--- src/rtl/ubr_pkg.sv ---
package ubr_pkg;
  localparam int LANES = 4;
  localparam logic [5:0] WA_DATA   = 6'h00;  // byte 0x00: byte pop, ctrl in lane 2
  localparam logic [5:0] WA_STATUS = 6'h27;  // byte 0x9C
  localparam logic [5:0] WA_BURST  = 6'h29;  // byte 0xA4

  typedef enum logic [1:0] {RS_NONE, RS_DATA, RS_STATUS} rsel_e;

  function automatic logic [7:0] trig_level(input logic [1:0] code);
    case (code)
      2'd0:    return 8'd1;
      2'd1:    return 8'd4;
      2'd2:    return 8'd8;
      default: return 8'd14;
    endcase
  endfunction
endpackage

--- src/rtl/ubr_bank_ram.sv ---
module ubr_bank_ram #(
  parameter int ROW_W  = 6,
  parameter int DATA_W = 8
) (
  input  logic              clk,
  input  logic              we,
  input  logic [ROW_W-1:0]  waddr,
  input  logic [DATA_W-1:0] wdata,
  input  logic              re,
  input  logic [ROW_W-1:0]  raddr,
  output logic [DATA_W-1:0] rdata
);
  localparam int ROWS = 1 << ROW_W;
  logic [DATA_W-1:0] mem [ROWS];

  always_ff @(posedge clk) begin
    if (we) mem[waddr] <= wdata;
  end

  always_ff @(posedge clk) begin
    if (re) rdata <= mem[raddr];
  end
endmodule

--- src/rtl/ubr_fifo.sv ---
module ubr_fifo #(
  parameter int ADDR_W = 8
) (
  input  logic              clk,
  input  logic              rst,
  input  logic              flush,
  input  logic              push,
  input  logic [7:0]        push_data,
  input  logic              push_perr,
  input  logic              push_ferr,
  input  logic              pop,
  input  logic              pop_burst,
  output logic [ADDR_W-1:0] count,
  output logic              head_perr,
  output logic              head_ferr,
  output logic              err_any,
  output logic              dropped,
  output logic [31:0]       rd_word
);
  localparam int SLOTS = 1 << ADDR_W;
  localparam int ROW_W = ADDR_W - 2;
  localparam int LANES = ubr_pkg::LANES;

  logic [ADDR_W-1:0] head, tail, err_cnt;
  logic [SLOTS-1:0]  perr_v, ferr_v;
  logic              full, push_ok;
  logic [2:0]        pop_n, pop_err, n_q;
  logic [1:0]        hlo_q;
  logic [7:0]        bank_q [LANES];

  assign full    = (count == ADDR_W'(SLOTS - 1));
  assign push_ok = push & ~full;
  assign dropped = push & full;

  always_comb begin
    if (!pop)                      pop_n = 3'd0;
    else if (!pop_burst)           pop_n = (count != '0) ? 3'd1 : 3'd0;
    else if (count >= ADDR_W'(4))  pop_n = 3'd4;
    else                           pop_n = count[2:0];
  end

  always_comb begin
    pop_err = 3'd0;
    for (int i = 0; i < LANES; i++) begin
      if (3'(i) < pop_n)
        pop_err = pop_err + 3'(perr_v[head + ADDR_W'(i)] | ferr_v[head + ADDR_W'(i)]);
    end
  end

  always_ff @(posedge clk) begin
    if (rst || flush) begin
      head    <= '0;
      tail    <= '0;
      count   <= '0;
      err_cnt <= '0;
    end else begin
      if (push_ok) tail <= tail + ADDR_W'(1);
      head    <= head + ADDR_W'(pop_n);
      count   <= count + ADDR_W'(push_ok) - ADDR_W'(pop_n);
      err_cnt <= err_cnt + ADDR_W'(push_ok & (push_perr | push_ferr)) - ADDR_W'(pop_err);
    end
  end

  always_ff @(posedge clk) begin
    if (rst) begin
      perr_v <= '0;
      ferr_v <= '0;
    end else if (push_ok) begin
      perr_v[tail] <= push_perr;
      ferr_v[tail] <= push_ferr;
    end
  end

  always_ff @(posedge clk) begin
    if (rst) begin
      n_q   <= 3'd0;
      hlo_q <= 2'd0;
    end else begin
      n_q   <= pop_n;
      hlo_q <= head[1:0];
    end
  end

  for (genvar b = 0; b < LANES; b++) begin : g_bank
    logic [1:0]        ln;
    logic [ADDR_W-1:0] idx;
    assign ln  = 2'(b) - head[1:0];
    assign idx = head + ADDR_W'(ln);
    ubr_bank_ram #(.ROW_W(ROW_W), .DATA_W(8)) u_bank (
      .clk   (clk),
      .we    (push_ok && (tail[1:0] == 2'(b))),
      .waddr (tail[ADDR_W-1:2]),
      .wdata (push_data),
      .re    (pop),
      .raddr (idx[ADDR_W-1:2]),
      .rdata (bank_q[b])
    );
  end

  for (genvar i = 0; i < LANES; i++) begin : g_lane
    logic [1:0] src;
    assign src = hlo_q + 2'(i);
    assign rd_word[8*i +: 8] = (3'(i) < n_q) ? bank_q[src] : 8'h00;
  end

  assign head_perr = perr_v[head];
  assign head_ferr = ferr_v[head];
  assign err_any   = (err_cnt != '0);

  // a pop from an empty FIFO yields all-zero lanes
  a_r4_empty_pop_zero: assert property (@(posedge clk) disable iff (rst)
    (pop && count == '0) |=> (rd_word == 32'h0));
  // a burst pop with four or more held lowers the count by four
  a_r3_burst_takes_four: assert property (@(posedge clk) disable iff (rst)
    (pop && pop_burst && count >= ADDR_W'(4) && !push && !flush)
      |=> (count == $past(count) - ADDR_W'(4)));
  // a full FIFO does not grow on an arrival
  a_r7_full_holds: assert property (@(posedge clk) disable iff (rst)
    (full && push && !pop && !flush) |=> $stable(count));
endmodule

--- src/rtl/uart_rx_burst_reader.sv ---
module uart_rx_burst_reader #(
  parameter int ADDR_W = 8
) (
  input  logic        clk,
  input  logic        rst,
  input  logic        rx_valid,
  input  logic [7:0]  rx_data,
  input  logic        rx_perr,
  input  logic        rx_ferr,
  input  logic [7:0]  bus_addr,
  input  logic        bus_rd,
  input  logic        bus_wr,
  input  logic [31:0] bus_wdata,
  input  logic [3:0]  bus_be,
  output logic [31:0] bus_rdata,
  output logic        bus_rvalid,
  output logic        irq
);
  import ubr_pkg::*;

  logic [5:0]        wa;
  logic              rd_byte, rd_burst, rd_stat, ctrl_wr, flush;
  logic [7:0]        ctrl_b, count8;
  logic [1:0]        trig_code;
  logic              ovr;
  logic [ADDR_W-1:0] count;
  logic              head_perr, head_ferr, err_any, dropped, nonempty;
  logic [31:0]       rd_word, stat_w, stat_q;
  rsel_e             rsel_q;

  assign wa       = bus_addr[7:2];
  assign rd_byte  = bus_rd && (wa == WA_DATA);
  assign rd_burst = bus_rd && (wa == WA_BURST);
  assign rd_stat  = bus_rd && (wa == WA_STATUS);
  assign ctrl_wr  = bus_wr && (wa == WA_DATA) && bus_be[2];
  assign ctrl_b   = bus_wdata[23:16];
  assign flush    = ctrl_wr && ctrl_b[1];

  ubr_fifo #(.ADDR_W(ADDR_W)) u_fifo (
    .clk       (clk),
    .rst       (rst),
    .flush     (flush),
    .push      (rx_valid),
    .push_data (rx_data),
    .push_perr (rx_perr),
    .push_ferr (rx_ferr),
    .pop       (rd_byte || rd_burst),
    .pop_burst (rd_burst),
    .count     (count),
    .head_perr (head_perr),
    .head_ferr (head_ferr),
    .err_any   (err_any),
    .dropped   (dropped),
    .rd_word   (rd_word)
  );

  always_ff @(posedge clk) begin
    if (rst)          trig_code <= 2'd0;
    else if (ctrl_wr) trig_code <= ctrl_b[7:6];
  end

  always_ff @(posedge clk) begin
    if (rst)          ovr <= 1'b0;
    else if (dropped) ovr <= 1'b1;
    else if (flush)   ovr <= 1'b0;
  end

  assign count8   = 8'(count);
  assign nonempty = (count != '0);
  assign irq      = (count8 >= trig_level(trig_code)) || ovr || err_any;

  always_comb begin
    stat_w        = 32'h0;
    stat_w[7:0]   = count8;
    stat_w[20]    = ~irq;
    stat_w[24]    = nonempty;
    stat_w[25]    = ovr;
    stat_w[26]    = nonempty & head_perr;
    stat_w[27]    = nonempty & head_ferr;
    stat_w[31]    = err_any;
  end

  always_ff @(posedge clk) begin
    if (rst) begin
      rsel_q     <= RS_NONE;
      stat_q     <= 32'h0;
      bus_rvalid <= 1'b0;
    end else begin
      bus_rvalid <= bus_rd;
      if (rd_stat) stat_q <= stat_w;
      if (rd_byte || rd_burst) rsel_q <= RS_DATA;
      else if (rd_stat)        rsel_q <= RS_STATUS;
      else                     rsel_q <= RS_NONE;
    end
  end

  always_comb begin
    case (rsel_q)
      RS_DATA:   bus_rdata = rd_word;
      RS_STATUS: bus_rdata = stat_q;
      default:   bus_rdata = 32'h0;
    endcase
  end

  // a dropped arrival leaves overrun set
  a_r7_drop_sets_ovr: assert property (@(posedge clk) disable iff (rst)
    dropped |=> ovr);
  // overrun holds until a flushing control write
  a_r7_ovr_sticky: assert property (@(posedge clk) disable iff (rst)
    (ovr && !flush) |=> ovr);
  // a flushing control write empties the FIFO
  a_r8_flush_empties: assert property (@(posedge clk) disable iff (rst)
    flush |=> (count == '0));
  // pending bit of a status read is the inverse of irq at the read
  a_r9_pending_inverse: assert property (@(posedge clk) disable iff (rst)
    rd_stat |=> (bus_rdata[20] == !$past(irq)));
  // data-ready bit of a status read matches occupancy at the read
  a_r5_ready_bit: assert property (@(posedge clk) disable iff (rst)
    rd_stat |=> (bus_rdata[24] == ($past(count) != '0)));
  // every read strobe is answered in the next cycle
  a_r10_rvalid: assert property (@(posedge clk) disable iff (rst)
    bus_rd |=> bus_rvalid);
endmodule

--- config.mk ---
export PLATFORM = sky130hd
export DESIGN_NAME = uart_rx_burst_reader
export DESIGN_NICKNAME = d
export VERILOG_FILES = /design/src/rtl/ubr_pkg.sv /design/src/rtl/ubr_bank_ram.sv /design/src/rtl/ubr_fifo.sv /design/src/rtl/uart_rx_burst_reader.sv
export SDC_FILE = /design/constraint.sdc
export NUM_CORES = 2
export LEC_CHECK = 0
export BUFFER_PORTS_ARGS = -buffer_cell sky130_fd_sc_hd__buf_2
export CAP_MARGIN = 15
export CORE_ASPECT_RATIO = 0.8
export CORE_MARGIN = 4
export CORE_UTILIZATION = 60
export CTS_BUF_LIST = sky130_fd_sc_hd__clkbuf_8 sky130_fd_sc_hd__clkbuf_16
export DETAILED_ROUTE_END_ITERATION = 8
export GPL_TIMING_DRIVEN = 1
export PLACE_DENSITY = 0.76
export SLEW_MARGIN = 10
export SYNTH_ARGS = -nofsm -noshare
export SYNTH_HDL_FRONTEND = slang
export SYNTH_HIERARCHICAL = 1
export SYNTH_SLANG_ARGS = --single-unit
--- constraint.sdc ---
create_clock -name clk -period 10.39 [get_ports clk]
set_input_delay 2.5975 -clock clk [delete_from_list [all_inputs] [get_ports clk]]
set_output_delay 2.5975 -clock clk [all_outputs]
set_load 0.03 [all_outputs]
# ---- Word level (Yosys, flattened, before mapping)
# Memory sizes are Yosys's and may differ from the RTL's. A register that Yosys moved wholly into a read port is not among the register bits.
# Index checks and enable logic that the tools add are counted.
dict set report word_totals {
  n_memories 4
  reg_bits 569
  ram_bits 2048
  inputBits 59
  out_inout_bits 34
  elab_cells 167
}
dict set report op_classes {
  n_eq_ne 10
  muxes 58
  reduce_logical 22
  magnitude_cmp 20
  n_addsub 23
  bitwise 16
}
# memory words word_bits read_ports rd_clocked_by_memory_dff write_ports line_no
set mem_list {}
lappend mem_list {{u_fifo.g_bank[0].u_bank.mem} 64 8 1 1 1 ubr_bank_ram.sv:14} ;# logic [DATA_W-1:0] mem [ROWS];
lappend mem_list {{u_fifo.g_bank[1].u_bank.mem} 64 8 1 1 1 ubr_bank_ram.sv:14}
lappend mem_list {{u_fifo.g_bank[2].u_bank.mem} 64 8 1 1 1 ubr_bank_ram.sv:14}
lappend mem_list {{u_fifo.g_bank[3].u_bank.mem} 64 8 1 1 1 ubr_bank_ram.sv:14}
# op n
set op_table {}
lappend op_table {{bitwise mux 256 bit} 2}
lappend op_table {{2-to-1 mux 8 bit} 12}
lappend op_table {{binary-select mux 1 bit (select 8 bit)} 8}
lappend op_table {{binary-select mux 8 bit (select 2 bit)} 4}
lappend op_table {{case mux 32 bit (2 select lines)} 1}
lappend op_table {{less-than comparator 8 x 9 -> 1 bit (second input constant)} 5}
lappend op_table {{adder 8 x 2 -> 8 bit} 4}
lappend op_table {{2-to-1 mux 1 bit} 21}
lappend op_table {{2-to-1 mux 3 bit} 7}
lappend op_table {{adder 8 x 1 -> 8 bit (second input constant)} 2}
lappend op_table {{adder 8 x 2 -> 8 bit (second input constant)} 2}
lappend op_table {{nonzero test 8 bit} 2}
lappend op_table {{subtractor 8 x 3 -> 8 bit} 2}
lappend op_table {{== test 6 bit (second input constant)} 2}
lappend op_table {{greater-or-equal comparator 3 bit (second input constant)} 4}
lappend op_table {{less-than comparator 1 x 3 -> 1 bit (first input constant)} 4}
lappend op_table {{less-than comparator 2 x 3 -> 1 bit (first input constant)} 4}
lappend op_table {{inverter 2 -> 3 bit} 4}
lappend op_table {{case mux 4 bit (3 select lines)} 1}
lappend op_table {{logical AND 1 bit} 11}
lappend op_table {{adder 3 bit} 3}
lappend op_table {{adder 8 x 1 -> 8 bit} 1}
lappend op_table {{adder 8 x 3 -> 8 bit} 1}
lappend op_table {{adder 8 bit} 1}
lappend op_table {{21 further kinds} 41}

# ---- Longest topological paths before layout
dict set report depth {
  depth_word 13
  mapped_depth 36
}

# ---- Cells and area by module
# The synthesis kept the hierarchy.
# module seq_area_each_um2 cells_per_inst n_inst area_per_inst_um2
set by_module_without_submodules {}
lappend by_module_without_submodules {ubr_bank_ram 15615.0 940 4 20246.9}
lappend by_module_without_submodules {ubr_fifo 10990.5 4164 1 34735.8}
lappend by_module_without_submodules {uart_rx_burst_reader 400.4 146 1 1173.6}

# ---- Worst setup path before layout
# No wires, ideal clock.
dict set report synth_timing {
  path_kind {in2reg}
  start {input bus_addr[6]}
  end {register u_fifo.err_cnt[6]}
  n_path_buf 1
  arrival_time_ps 7576
  stages 28
  slack_ps 2687
  setup_time_ps 128
  cell_sequence {and4b_1 -> and3_1 -> a31o_2 -> o211ai_1 -> and2_1 -> clkbuf_1 -> a21oi_1 -> ha_1 -> inv_1 -> o21ai_1 -> ha_1 -> mux2i_1 -> o21ai_0 -> ha_1 -> nand2_1 -> o311ai_1 -> ha_1 -> inv_1 -> ha_1 -> fa_1 -> a21o_1 -> a21oi_1 -> inv_1 -> a21oi_1 -> nor2_1 -> nor2_1 -> xor2_1 -> nor2_1}
}
dict set report synth_via {
  elab_chain_cells 13
}
# element line_no
set synth_lines {}
lappend synth_lines {{start, declared} uart_rx_burst_reader.sv:10} ;# input logic [7:0] bus_addr,
lappend synth_lines {{== test 6 bit *} uart_rx_burst_reader.sv:33} ;# assign rd_burst = bus_rd && (wa == WA_BURST);
lappend synth_lines {{logical AND 1 bit *} uart_rx_burst_reader.sv:33}
lappend synth_lines {{via rd_burst} uart_rx_burst_reader.sv:22} ;# logic rd_byte, rd_burst, rd_stat, ctrl_wr, flush;
lappend synth_lines {{2-to-1 mux 3 bit or logical OR 1 bit (tied branches)} {ubr_fifo.sv:37, uart_rx_burst_reader.sv:47}}
lappend synth_lines {{2-to-1 mux 3 bit *} ubr_fifo.sv:36} ;# if (!pop) pop_n = 3'd0;
lappend synth_lines {{less-than comparator 1 x 3 -> 1 bit} ubr_fifo.sv:45} ;# if (3'(i) < pop_n)
lappend synth_lines {{2-to-1 mux 3 bit} ubr_fifo.sv:45}
lappend synth_lines {{adder 3 bit} ubr_fifo.sv:46} ;# pop_err = pop_err + 3'(perr_v[head + ADDR_W'(i)] | ferr_v[head + ADDR_W'(i)]);
lappend synth_lines {{2-to-1 mux 3 bit} ubr_fifo.sv:45}
lappend synth_lines {{adder 3 bit} ubr_fifo.sv:46}
lappend synth_lines {{2-to-1 mux 3 bit} ubr_fifo.sv:45}
lappend synth_lines {{adder 3 bit} ubr_fifo.sv:46}
lappend synth_lines {{2-to-1 mux 3 bit *} ubr_fifo.sv:45}
lappend synth_lines {{subtractor 8 x 3 -> 8 bit *} ubr_fifo.sv:60} ;# err_cnt <= err_cnt + ADDR_W'(push_ok & (push_perr | push_ferr)) - ADDR_W'(pop_err);
lappend synth_lines {{end signal, assigned} ubr_fifo.sv:60}
lappend synth_lines {{end, declared} ubr_fifo.sv:24} ;# logic [ADDR_W-1:0] head, tail, err_cnt;
# Mark *: on every way through the listed nets, which the timed path passes. The rest lies on a longest branch.
# A chain may end at the register's enable or synchronous reset.

# ---- Worst setup path in the final report
dict set report layout_timing {
  start {register u_fifo.head[2]}
  end {register u_fifo.err_cnt[6]}
}
dict set report layout_via {
  elab_chain_cells 11
}
# element line_no
set layout_lines {}
lappend layout_lines {{start, declared} ubr_fifo.sv:24}
lappend layout_lines {{start signal, assigned} ubr_fifo.sv:58} ;# head <= head + ADDR_W'(pop_n);
lappend layout_lines {{adder 8 x 1 -> 8 bit or binary-select mux 1 bit (select 8 bit) (tied branches)} ubr_fifo.sv:46}
lappend layout_lines {{binary-select mux 1 bit (select 8 bit) or 2-to-1 mux 1 bit (tied branches)} ubr_fifo.sv:46}
lappend layout_lines {{2-to-1 mux 1 bit (implied by the code) or bitwise OR 1 bit (tied branches)} ubr_fifo.sv:46}
lappend layout_lines {{bitwise OR 1 bit or 2-to-1 mux 3 bit (tied branches)} {ubr_fifo.sv:46, ubr_fifo.sv:45}}
lappend layout_lines {{adder 3 bit} ubr_fifo.sv:46}
lappend layout_lines {{2-to-1 mux 3 bit} ubr_fifo.sv:45}
lappend layout_lines {{adder 3 bit} ubr_fifo.sv:46}
lappend layout_lines {{2-to-1 mux 3 bit} ubr_fifo.sv:45}
lappend layout_lines {{adder 3 bit} ubr_fifo.sv:46}
lappend layout_lines {{2-to-1 mux 3 bit *} ubr_fifo.sv:45}
lappend layout_lines {{subtractor 8 x 3 -> 8 bit *} ubr_fifo.sv:60}
# Mark *: on every way between the ends. The rest lies on a longest branch, timed or not. The select of a mux whose other input is x is not followed.

==> results.yml <==
setup_path:
  critical_path.max_fanout: 41
  worstSetupEndpointType: "flip-flop"
  crit_buf_inv: 3
  arrival_ps: 8680
  slowest_delay_ps: 900
  worstPathRequired_ps: 11150
  cp-start-kind: "flip-flop"
  crit_type: "flip-flop to flip-flop"
  critical-path-top-delay-family: "multiplexers"
  cpMaxStageDelayCell: "dfxtp_4"
  critical_path.most_common_cell: "ha_1"
clock_network:
  cts_sinks: 2649
  clock_path_buffers: 3
  clock_latency_ps: 920
  clkTransAtPathRegs_ps: 70
  cts_buffers: 238
  ctsHoldBuffers: 0
  post-cts-setup-buffers: 0
  clock_tree.root_cell: "clkbuf_16"
  htree_levels: 4
  ctsResizeCount: 0
  cts_tree: "yes"
sta:
  holdWs_ps: 467
  relSlewSlack_pct: 5.43
  setup_viol: 0
  finalSetupTns_ps: 0
  finalHoldViolCount: 0
  rsz0062_at_grt: "no"
  min_period_ps: 7920
  fin_crit_sh_pct: 76.2
  max_freq_mhz: 126
  skew_ps: 99.6
  max_slew.worst_pin.slew_ps: 1420
  finalMaxSlewViolations: 0
cells_and_area:
  area_growth_pct: 8.52
  layoutNonFillerInstCount: 10700
  final_cell_mix: "edfxtp_1, nor2_1, mux4_2"
  final_common_cell: "edfxtp_1"
  drive_gt1_share_pct: 18.8
  final_nets: 8003
placed_design:
  dpl.cell_count: 10200
  place_congestion: 0.911
  portBuffers: 58
  dp_hpwl_mm: 179
logic_synthesis:
  yosys_warnings: 6
  ys_seq_elements: 2649
  synthFlopType: "edfxtp_1"
  syn_avg_cell_area_um2: 14.5
  synth_edf_count: 2080
  async_reset_ff_share_pct: 0
  synth_cells: 8070
  ys_seq_area_share_pct: 63.2
  synth_nets: 8185
  syn-cell-area_mm2: 0.117
  ys_types: 81
power:
  p_leak_nw: 37.9
  p_total_mw: 21.0
  peakVddDrop_mv: 0.232
  p_per_area_mw_per_mm2: 166
die:
  floorplan.die_area_mm2: 0.202
  start_util_pct: 60.5
  ios: 93
  rows: 144
  die_x_um: 501
  core_mm2: 0.193
  die_h_um: 403
min_path:
  hold_class: "flip-flop to flip-flop"
detailed_routing:
  drt_pre_antenna_iters: 9
  wl_per_cell_um: 28.5
  route.detailed.drc: 0
  postRouteAntennaNets: 0
  via_per_inst: 6.94
  wirelength_mm: 304
  via_count: 73900
  drt-initial-drc-count: 11100
grt:
  grt_pass1_vias: 71500
  antenna_found_initial: 10
  grt_max_degree: 201
  grt_pass1_wl_mm: 456
  grt_overflow: 0
  grt_util_all_layers_pct: 29.9
flow_run:
  max-cap-violations: 0
outcome:
  outcome: "complete, no violations"
per-layer routing:
metal	share of wire [%]	routed length (µm)	track usage [%]	vias up
met5	0.017	53	0	-
met4	3.9	11700	10.5	8
met3	12	37600	7.78	811
met2	46	139000	44.7	4919
met1	38	115000	43.1	37400
li1	-	-	-	30800
worst paths after layout:
path	endpoint	depth (start not counted)	slack, ps	start
setup reg to reg	u_fifo/err_cnt[6]	27	2470	u_fifo/head[2]
setup / recovery	u_fifo/err_cnt[6]	27	2470	u_fifo/head[2]
hold reg to reg	stat_q[2]	2	470	stat_q[2]
hold / removal	stat_q[2]	2	470	stat_q[2]
layout make-up:
class,count,area [µm²]
tap,2555,3200
sequential,2649,73900
multi-input combinational,4766,40100
inverter,51,220
antenna,8,20.0
clock buffer,245,6050
timing repair buffer,182,1450
fill,12800,66300
clock inverter,205,1970
Yosys cell counts, types with 10 or more instances:
cell type / count / area (µm²)
nand3_1: 80 / 400
nand3b_1: 13 / 97.6
inv_1: 42 / 158
nor2b_1: 100 / 626
nand4_1: 20 / 125
nor3_1: 138 / 691
buf_6: 31 / 349
and2_1: 48 / 300
a311oi_1: 10 / 87.6
a221oi_1: 26 / 228
o2111ai_1: 15 / 131
buf_1: 30 / 113
mux4_2: 819 / 18400
a211oi_1: 38 / 285
ha_1: 53 / 663
mux2_2: 59 / 664
o2bb2ai_1: 12 / 105
buf_12: 10 / 200
edfxtp_1: 2080 / 62500
clkbuf_1: 359 / 1350
o221a_2: 10 / 113
nand2_1: 677 / 2540
a31oi_1: 11 / 68.8
o22ai_1: 41 / 257
dfxtp_1: 569 / 11400
mux2i_1: 222 / 2220
buf_2: 96 / 480
a22o_1: 14 / 123
nand2b_1: 34 / 213
a22oi_1: 22 / 165
nor4_1: 10 / 62.6
o21ai_1: 12 / 60.1
a21oi_1: 636 / 3180
o221ai_1: 34 / 298
o21ai_0: 538 / 2690
buf_4: 76 / 571
o211ai_1: 11 / 82.6
xnor2_1: 30 / 263
xor2_1: 14 / 123
nor2_1: 911 / 3420
where the power goes:
group	switching (mW)	leakage [nW]	internal, mW	total [mW]
registers	0.0292	23.3	11.4	11.5
logic	0.475	10.6	0.195	0.670
clock network	4.04	4.07	4.86	8.90
total	4.54	37.9	16.5	21.0
logic make-up after synthesis:
group,synth area share [%]
adders and majority gates,0.619
AOI/OAI and AO/OA,7.23
buffers and inverters,2.81
and+or+nand+nor,7.48
DFF,63.2
muxes,18.3
xor gates and xnor gates,0.371
worst min-delay path, delay by kind of cell (launching register included):
family	cells	cell delay, ps
compound gates	1	50
flops	1	320
simple gates	1	50
state kept, by name, indices dropped and copies added (netlist names), 3 cells and up:
signal,cells
u_fifo/count,8
u_fifo/head,8
u_fifo/n_q,3
u_fifo/ferr_v,256
u_fifo/g_bank.u_bank/mem,2048
stat_q,14
u_fifo/perr_v,256
u_fifo/err_cnt,8
u_fifo/tail,8
u_fifo/g_bank.u_bank/rdata,32
through the flow:
step	cell area [µm²]	util, %	setup slack (ps)
floorplan	117000	-	2690
global placement	119000	61.5	2030
detailed placement	119000	61.5	1990
CTS	127000	65.6	2780
global route	127000	65.7	2280
finish	127000	65.7	2470
Power figures use the tool's default switching activity.
